### config.mk
export PLATFORM = sky130hd
export DESIGN_NAME = carrier_pi_filter
export DESIGN_NICKNAME = d
export VERILOG_FILES = /design/src/rtl/cpf_pkg.sv /design/src/rtl/cpf_preacc.sv /design/src/rtl/cpf_scale.sv /design/src/rtl/cpf_lag.sv /design/src/rtl/carrier_pi_filter.sv
export SDC_FILE = /design/constraint.sdc
export NUM_CORES = 2
export LEC_CHECK = 0
export ABC_AREA = 1
export ABC_CLOCK_PERIOD_IN_PS = 18000
export CAP_MARGIN = 20
export CORE_UTILIZATION = 69
export DETAILED_ROUTE_END_ITERATION = 6
export GPL_TIMING_DRIVEN = 1
export MAX_ROUTING_LAYER = met4
export PLACE_DENSITY = 0.9
export SLEW_MARGIN = 20
export SYNTH_ARGS = -nofsm -noshare
export SYNTH_HDL_FRONTEND = slang
export SYNTH_SLANG_ARGS = --single-unit
### constraint.sdc
create_clock -name clk -period 18 [get_ports clk]
set_clock_uncertainty 0.2 [all_clocks]
set_input_delay 2.7 -clock clk [delete_from_list [all_inputs] [get_ports clk]]
set_output_delay 2.7 -clock clk [all_outputs]
set_load 0.01 [all_outputs]
### src/rtl/cpf_pkg.sv
package cpf_pkg;
    typedef enum logic [1:0] {
        ST_IDLE   = 2'd0,
        ST_UPDATE = 2'd1,
        ST_EMIT   = 2'd2
    } cpf_state_e;
endpackage

### src/rtl/cpf_preacc.sv
module cpf_preacc #(
    parameter int ERR_W = 16,
    parameter int CNT_W = 5,
    parameter int SUM_W = 22
) (
    input  logic                    clk,
    input  logic                    rst,
    input  logic                    err_valid,
    input  logic signed [ERR_W-1:0] err_in,
    input  logic [CNT_W-1:0]        count_m1,
    output logic                    batch_rdy,
    output logic signed [SUM_W-1:0] batch_sum
);
    localparam int EXT_W = SUM_W - ERR_W;

    logic [CNT_W-1:0]        cnt_q;
    logic signed [SUM_W-1:0] run_q;
    logic signed [SUM_W-1:0] err_ext;
    logic signed [SUM_W-1:0] run_next;

    assign err_ext  = {{EXT_W{err_in[ERR_W-1]}}, err_in};
    assign run_next = run_q + err_ext;

    always_ff @(posedge clk) begin
        if (rst) begin
            cnt_q     <= '0;
            run_q     <= '0;
            batch_sum <= '0;
            batch_rdy <= 1'b0;
        end else begin
            batch_rdy <= 1'b0;
            if (err_valid) begin
                if (cnt_q >= count_m1) begin
                    batch_sum <= run_next;
                    batch_rdy <= 1'b1;
                    run_q     <= '0;
                    cnt_q     <= '0;
                end else begin
                    run_q <= run_next;
                    cnt_q <= cnt_q + 1'b1;
                end
            end
        end
    end

    // a batch can only close on a sampled error
    assert_batch_after_sample_R1: assert property (@(posedge clk) disable iff (rst)
        batch_rdy |-> $past(err_valid));
endmodule

### src/rtl/cpf_scale.sv
module cpf_scale #(
    parameter int IN_W   = 22,
    parameter int GAIN_W = 8,
    parameter int SH_W   = 5,
    parameter int ACC_W  = 40
) (
    input  logic signed [IN_W-1:0]   x,
    input  logic signed [GAIN_W-1:0] g,
    input  logic [SH_W-1:0]          sh,
    output logic signed [ACC_W-1:0]  y
);
    localparam int PROD_W = IN_W + GAIN_W;
    localparam int ALIGN  = ACC_W - PROD_W;

    logic signed [PROD_W-1:0] prod;
    logic signed [ACC_W-1:0]  aligned;

    assign prod    = x * g;
    assign aligned = {prod, {ALIGN{1'b0}}};
    assign y       = aligned >>> sh;
endmodule

### src/rtl/cpf_lag.sv
module cpf_lag #(
    parameter int ACC_W = 40,
    parameter int OUT_W = 32
) (
    input  logic                    clk,
    input  logic                    rst,
    input  logic                    upd,
    input  logic signed [ACC_W-1:0] incr_a,
    input  logic signed [ACC_W-1:0] incr_b,
    input  logic [OUT_W-1:0]        lim_hi,
    input  logic [OUT_W-1:0]        lim_lo,
    output logic signed [ACC_W-1:0] acc
);
    localparam int FRAC_W = ACC_W - OUT_W;
    localparam int SUM_W  = ACC_W + 2;
    localparam int UP_W   = SUM_W - FRAC_W;

    logic signed [SUM_W-1:0] sum;
    logic signed [UP_W-1:0]  upper;
    logic signed [UP_W-1:0]  hi_ext;
    logic signed [UP_W-1:0]  lo_ext;

    assign sum    = {{2{acc[ACC_W-1]}}, acc} + {{2{incr_a[ACC_W-1]}}, incr_a}
                  + {{2{incr_b[ACC_W-1]}}, incr_b};
    assign upper  = sum[SUM_W-1:FRAC_W];
    assign hi_ext = {{2{lim_hi[OUT_W-1]}}, lim_hi};
    assign lo_ext = {{2{lim_lo[OUT_W-1]}}, lim_lo};

    always_ff @(posedge clk) begin
        if (rst) begin
            acc <= '0;
        end else if (upd) begin
            if (upper > hi_ext) begin
                acc <= {lim_hi, {FRAC_W{1'b0}}};
            end else if (upper < lo_ext) begin
                acc <= {lim_lo, {FRAC_W{1'b0}}};
            end else begin
                acc <= sum[ACC_W-1:0];
            end
        end
    end

    // after an update the upper word lies within ordered limits
    assert_lag_in_range_R7: assert property (@(posedge clk) disable iff (rst)
        (upd && ($signed(lim_lo) <= $signed(lim_hi))) |=>
        (($signed(acc[ACC_W-1:FRAC_W]) <= $signed($past(lim_hi))) &&
         ($signed(acc[ACC_W-1:FRAC_W]) >= $signed($past(lim_lo)))));
endmodule

### src/rtl/carrier_pi_filter.sv
module carrier_pi_filter #(
    parameter int ERR_W  = 16,
    parameter int CNT_W  = 5,
    parameter int GAIN_W = 8,
    parameter int SH_W   = 5,
    parameter int ACC_W  = 40,
    parameter int OUT_W  = 32
) (
    input  logic              clk,
    input  logic              rst,
    input  logic              err_valid,
    input  logic [ERR_W-1:0]  err_in,
    input  logic [ERR_W-1:0]  freq_err,
    input  logic [ERR_W-1:0]  sweep_in,
    input  logic [CNT_W-1:0]  cfg_count_m1,
    input  logic              cfg_lead_off,
    input  logic              cfg_lag_off,
    input  logic              cfg_freq_off,
    input  logic              cfg_sweep_off,
    input  logic              cfg_inv_phase,
    input  logic              cfg_inv_freq,
    input  logic              cfg_route_lead,
    input  logic [GAIN_W-1:0] lead_gain,
    input  logic [SH_W-1:0]   lead_shift,
    input  logic [GAIN_W-1:0] lag_gain,
    input  logic [SH_W-1:0]   lag_shift,
    input  logic [OUT_W-1:0]  lim_hi,
    input  logic [OUT_W-1:0]  lim_lo,
    output logic              nco_valid,
    output logic [OUT_W-1:0]  nco_word
);
    import cpf_pkg::*;

    localparam int PH_W   = ERR_W + CNT_W + 1;
    localparam int FRAC_W = ACC_W - OUT_W;
    localparam int PAD_W  = ACC_W - ERR_W - FRAC_W;

    cpf_state_e state_q, state_d;

    logic                    batch_rdy;
    logic signed [PH_W-1:0]  batch_sum;
    logic signed [PH_W-1:0]  ph_q;
    logic signed [PH_W-1:0]  lead_in, lag_in;
    logic signed [ACC_W-1:0] lead_term, lag_term, lead_q, lag_acc;
    logic signed [ACC_W-1:0] freq_ext, sweep_ext, freq_term, sweep_term, inject;
    logic signed [ACC_W:0]   total;
    logic [OUT_W:0]          top_part;
    logic [OUT_W-1:0]        word_sat;

    cpf_preacc #(.ERR_W(ERR_W), .CNT_W(CNT_W), .SUM_W(PH_W)) u_preacc (
        .clk       (clk),
        .rst       (rst),
        .err_valid (err_valid),
        .err_in    (err_in),
        .count_m1  (cfg_count_m1),
        .batch_rdy (batch_rdy),
        .batch_sum (batch_sum)
    );

    // next-state logic
    always_comb begin
        unique case (state_q)
            ST_IDLE:   state_d = batch_rdy ? ST_UPDATE : ST_IDLE;
            ST_UPDATE: state_d = ST_EMIT;
            ST_EMIT:   state_d = ST_IDLE;
            default:   state_d = ST_IDLE;
        endcase
    end

    // state register
    always_ff @(posedge clk) begin
        if (rst) state_q <= ST_IDLE;
        else     state_q <= state_d;
    end

    assign lead_in = cfg_lead_off ? '0 : ph_q;
    assign lag_in  = cfg_lag_off  ? '0 : ph_q;

    cpf_scale #(.IN_W(PH_W), .GAIN_W(GAIN_W), .SH_W(SH_W), .ACC_W(ACC_W)) u_lead_scale (
        .x (lead_in), .g (lead_gain), .sh (lead_shift), .y (lead_term)
    );

    cpf_scale #(.IN_W(PH_W), .GAIN_W(GAIN_W), .SH_W(SH_W), .ACC_W(ACC_W)) u_lag_scale (
        .x (lag_in), .g (lag_gain), .sh (lag_shift), .y (lag_term)
    );

    assign freq_ext   = {{PAD_W{freq_err[ERR_W-1]}}, freq_err, {FRAC_W{1'b0}}};
    assign sweep_ext  = {{PAD_W{sweep_in[ERR_W-1]}}, sweep_in, {FRAC_W{1'b0}}};
    assign freq_term  = cfg_freq_off  ? '0 : (cfg_inv_freq ? -freq_ext : freq_ext);
    assign sweep_term = cfg_sweep_off ? '0 : sweep_ext;
    assign inject     = freq_term + sweep_term;

    cpf_lag #(.ACC_W(ACC_W), .OUT_W(OUT_W)) u_lag (
        .clk    (clk),
        .rst    (rst),
        .upd    (state_q == ST_UPDATE),
        .incr_a (lag_term),
        .incr_b (inject),
        .lim_hi (lim_hi),
        .lim_lo (lim_lo),
        .acc    (lag_acc)
    );

    assign total    = {lead_q[ACC_W-1], lead_q}
                    + (cfg_route_lead ? '0 : {lag_acc[ACC_W-1], lag_acc});
    assign top_part = total[ACC_W:FRAC_W];
    assign word_sat = (top_part[OUT_W] != top_part[OUT_W-1])
                    ? {top_part[OUT_W], {(OUT_W-1){~top_part[OUT_W]}}}
                    : top_part[OUT_W-1:0];

    // datapath and outputs
    always_ff @(posedge clk) begin
        if (rst) begin
            ph_q      <= '0;
            lead_q    <= '0;
            nco_word  <= '0;
            nco_valid <= 1'b0;
        end else begin
            nco_valid <= 1'b0;
            unique case (state_q)
                ST_IDLE: begin
                    if (batch_rdy) ph_q <= cfg_inv_phase ? -batch_sum : batch_sum;
                end
                ST_UPDATE: lead_q <= lead_term;
                ST_EMIT: begin
                    nco_word  <= word_sat;
                    nco_valid <= 1'b1;
                end
                default: ;
            endcase
        end
    end

    // a closed batch must find the machine idle
    assert_no_batch_drop_R2: assert property (@(posedge clk) disable iff (rst)
        batch_rdy |-> (state_q == ST_IDLE));

    // one strobe per update
    assert_valid_pulse_R2: assert property (@(posedge clk) disable iff (rst)
        nco_valid |=> !nco_valid);

    // lead-only routing with lead zeroed gives a zero word
    assert_lead_zero_route_R8: assert property (@(posedge clk) disable iff (rst)
        (nco_valid && $past(cfg_route_lead) && $past(cfg_lead_off, 2)) |-> (nco_word == '0));
endmodule

==> reports/qor.txt <==
Clock Pin Slew Worst Setup and Hold Paths - 90 ps
H-Tree Depth - 4
Overall Power - 2.192 mW
CTS max path bufs - 2
Fin. Hold Viols - 0
CP Capture Type - register
vias in the first global route - 36730
hold buffer count at CTS - 0
Mapped Avg Cell Area - 6.280 sq um
CP required - 18150 ps
Crit-path slowest cell - clkdlybuf4s50_1
register area - 3744 sq um
post-CTS sizing - 0
final setup fails - 0
Leak - 20.17 nW
Hold Crit Class - reg2reg
post-CTS setup buffer count - 0
Seq/Total Area, Yosys - 10.35%
Starting DRT DRC Count - 4513
FMAX - 63.55 MHz
synthesized netlist cell count - 5757
Least-Margin Pin Slew - 1077 ps
total CTS buffers - 17
CP max FO - 40
post-layout util - 75.60%
max_cap viols - 0
Clk Latency, worst-skew pair - 480 ps
Die X - 230.9 microns
Core Rows - 83
largest net degree at the start of global routing - 81
initial antenna violation count - 5
I/O Buffers - 185
RSZ-0062 raised after global routing - false
Tcrit/Tclk final - 87.41%
Yosys warnings - 0
Post-synth EDFFs - 0
Ports - 186
global-route wire length before repair - 189100 microns
CP max stage delay - 1020 ps
CTS tree - built
CTS sink cnt - 187
Syn Nets - 6547
Pre-antenna DRT Iters - 7
core area - 51510 sq um
violated checks - design-rule violations
TNS Setup - 0 ps
synthesized area - 36150 sq um
Top cell by count, worst path - nand2_1
drt wl/cell - 18.41 microns
multi-input logic area - 28010 sq um
Layout fillers - 4189
total global routing track utilization - 45.73%
Critical Path Start Type - input pin
layout cells sized above 1 - 2.304%
die area - 53310 sq um
Root Buffer Master - clkbuf_16
grt ovf - 0
vias after detailed routing - 39080
Power Dens Cells - 56.29 nW/um^2
number of synthesized register bits - 187
Routed WL - 119700 microns
routability cong. - 1.059
final slew viol count - 0
status - finished with violations
Main synth FF type - dfxtp_1
Nets - 6594
R2R depth - 60
Routed Antenna Nets - 0
Synth-to-Final Area Change - 7.711%
DRC - 1
die height - 230.9 microns
drt via density - 6.009
WS Path Type - in2reg
maximum VDD drop - 217.5 uV
Distinct cells, synth - 63
Slew headroom - 27.31%
Starting Density - 70.19%
CP arrival - 15890 ps
Final min period - 15730 ps
hold path depth - 2
hpwl dp - 98440 microns
async set or reset register ratio after synthesis - 0%
[registers in the layout (all words and copies together) (netlist names)]
register,cells
u_preacc.batch_rdy,1
nco_word,32
u_preacc.cnt_q,5
u_preacc.run_q,22
state_q,2
nco_valid,1
u_lag.acc,40
lead_q,40
ph_q,22
u_preacc.batch_sum,22
[placed cells by master, fill, tap and decap left out, types with 6 or more instances in the layout]
| cell type | n |
|---|---|
| mux2i_1 | 6 |
| clkdlybuf4s50_1 | 184 |
| a211oi_1 | 6 |
| nand2_1 | 1303 |
| o21a_1 | 16 |
| and2_1 | 6 |
| a21oi_2 | 32 |
| inv_12 | 7 |
| fa_1 | 282 |
| o21ai_1 | 22 |
| or2_2 | 12 |
| o21bai_1 | 19 |
| diode_2 | 6 |
| dfxtp_1 | 187 |
| xor2_1 | 127 |
| nor2_1 | 695 |
| nor3b_1 | 6 |
| nand3_1 | 486 |
| xnor2_1 | 47 |
| o21ai_0 | 290 |
| nand3b_1 | 21 |
| and3_1 | 8 |
| nand4_1 | 53 |
| nor4_1 | 9 |
| a21o_1 | 23 |
| nand2_2 | 7 |
| a31oi_1 | 42 |
| ha_1 | 355 |
| a21oi_1 | 410 |
| clkinv_1 | 8 |
| nor3_1 | 42 |
| buf_4 | 19 |
| inv_1 | 964 |
| clkbuf_16 | 17 |
| nor2_2 | 7 |
| o211ai_1 | 26 |
| o221ai_1 | 8 |
[layout make-up]
class                      instances  share of cell area [%]
clock buffer                      17                   1.092
inverter                         977                   9.417
multi-input combinational       4416                   71.92
antenna                            6                 0.03856
timing repair buffer             205                   5.179
clock inverter                    15                  0.5526
sequential                       187                   9.613
tap                              680                   2.185
[critical path, delay by kind of cell]
| family | cells | cell delay [ps] |
|---|---|---|
| AND/OR/NAND/NOR | 31 | 4230 |
| XOR/XNOR | 1 | 160 |
| adder cells (fa/ha/maj) | 9 | 4020 |
| buffers and inverters | 8 | 2310 |
| AO/OA/AOI/OAI | 12 | 2410 |
[logic make-up after synthesis]
logic type | share of synthesized area [%]
muxes | 0.1661
adders and majority gates | 27.90
DFF | 10.35
AOI/OAI and AO/OA | 14.46
buffers and inverters | 12.19
xor gates and xnor gates | 4.260
and+or+nand+nor | 30.66
[where the power goes]
group          total, mW  leakage [nW]  internal (mW)  switching (mW)
registers          0.433          1.51          0.424         0.00916
clock network      0.416         0.303          0.196           0.220
logic               1.34          18.4          0.444           0.899
[through the flow]
stage / setup WS (ps) / hold slack [ps] / instance area, sq um / std cells
3_5_place_dp: 2082 / 259.3 / 38260 / 6464
6_report: 2265 / 275.0 / 38940 / 6503
3_3_place_gp: 2365 / 256.4 / 38250 / 6463
2_1_floorplan: 5816 / 249.0 / 36150 / 5757
5_1_grt: 1378 / 293.7 / 38940 / 6501
4_1_cts: 2498 / 273.0 / 38900 / 6496
[cells in the mapped netlist, drive strengths merged, types with 44 or more instances]
cell,n,area share [%]
fa,282,16
a21oi,442,6.5
nor3,44,0.64
nand4,53,0.92
xnor2,47,1.1
buf,61,0.83
inv,969,10
nand3,490,6.8
clkbuf,116,1.2
o21ai,314,4.4
dfxtp,187,10
nand2,1310,14
ha,355,12
nor2,704,7.4
xor2,128,3.1
[path summary, 6_finish.rpt]
| kind | from | end | slack [ps] |
|---|---|---|---|
| setup / recovery | cfg_lag_off | u_lag.acc[36] | 2270 |
| hold / removal | nco_word[0] | nco_word[0] | 270 |
| setup reg to reg | ph_q[1] | u_lag.acc[36] | 5080 |
| hold reg to reg | nco_word[0] | nco_word[0] | 270 |
[layer usage]
layer	share of wire (%)	global-route usage [%]	vias up
met3	12	8.745	431
met2	43	68.47	2352
met4	5.6	21.77	0
li1	-	-	18500
met5	0	-	-
met1	40	59.23	17800
Power figures use the tool's default switching activity.
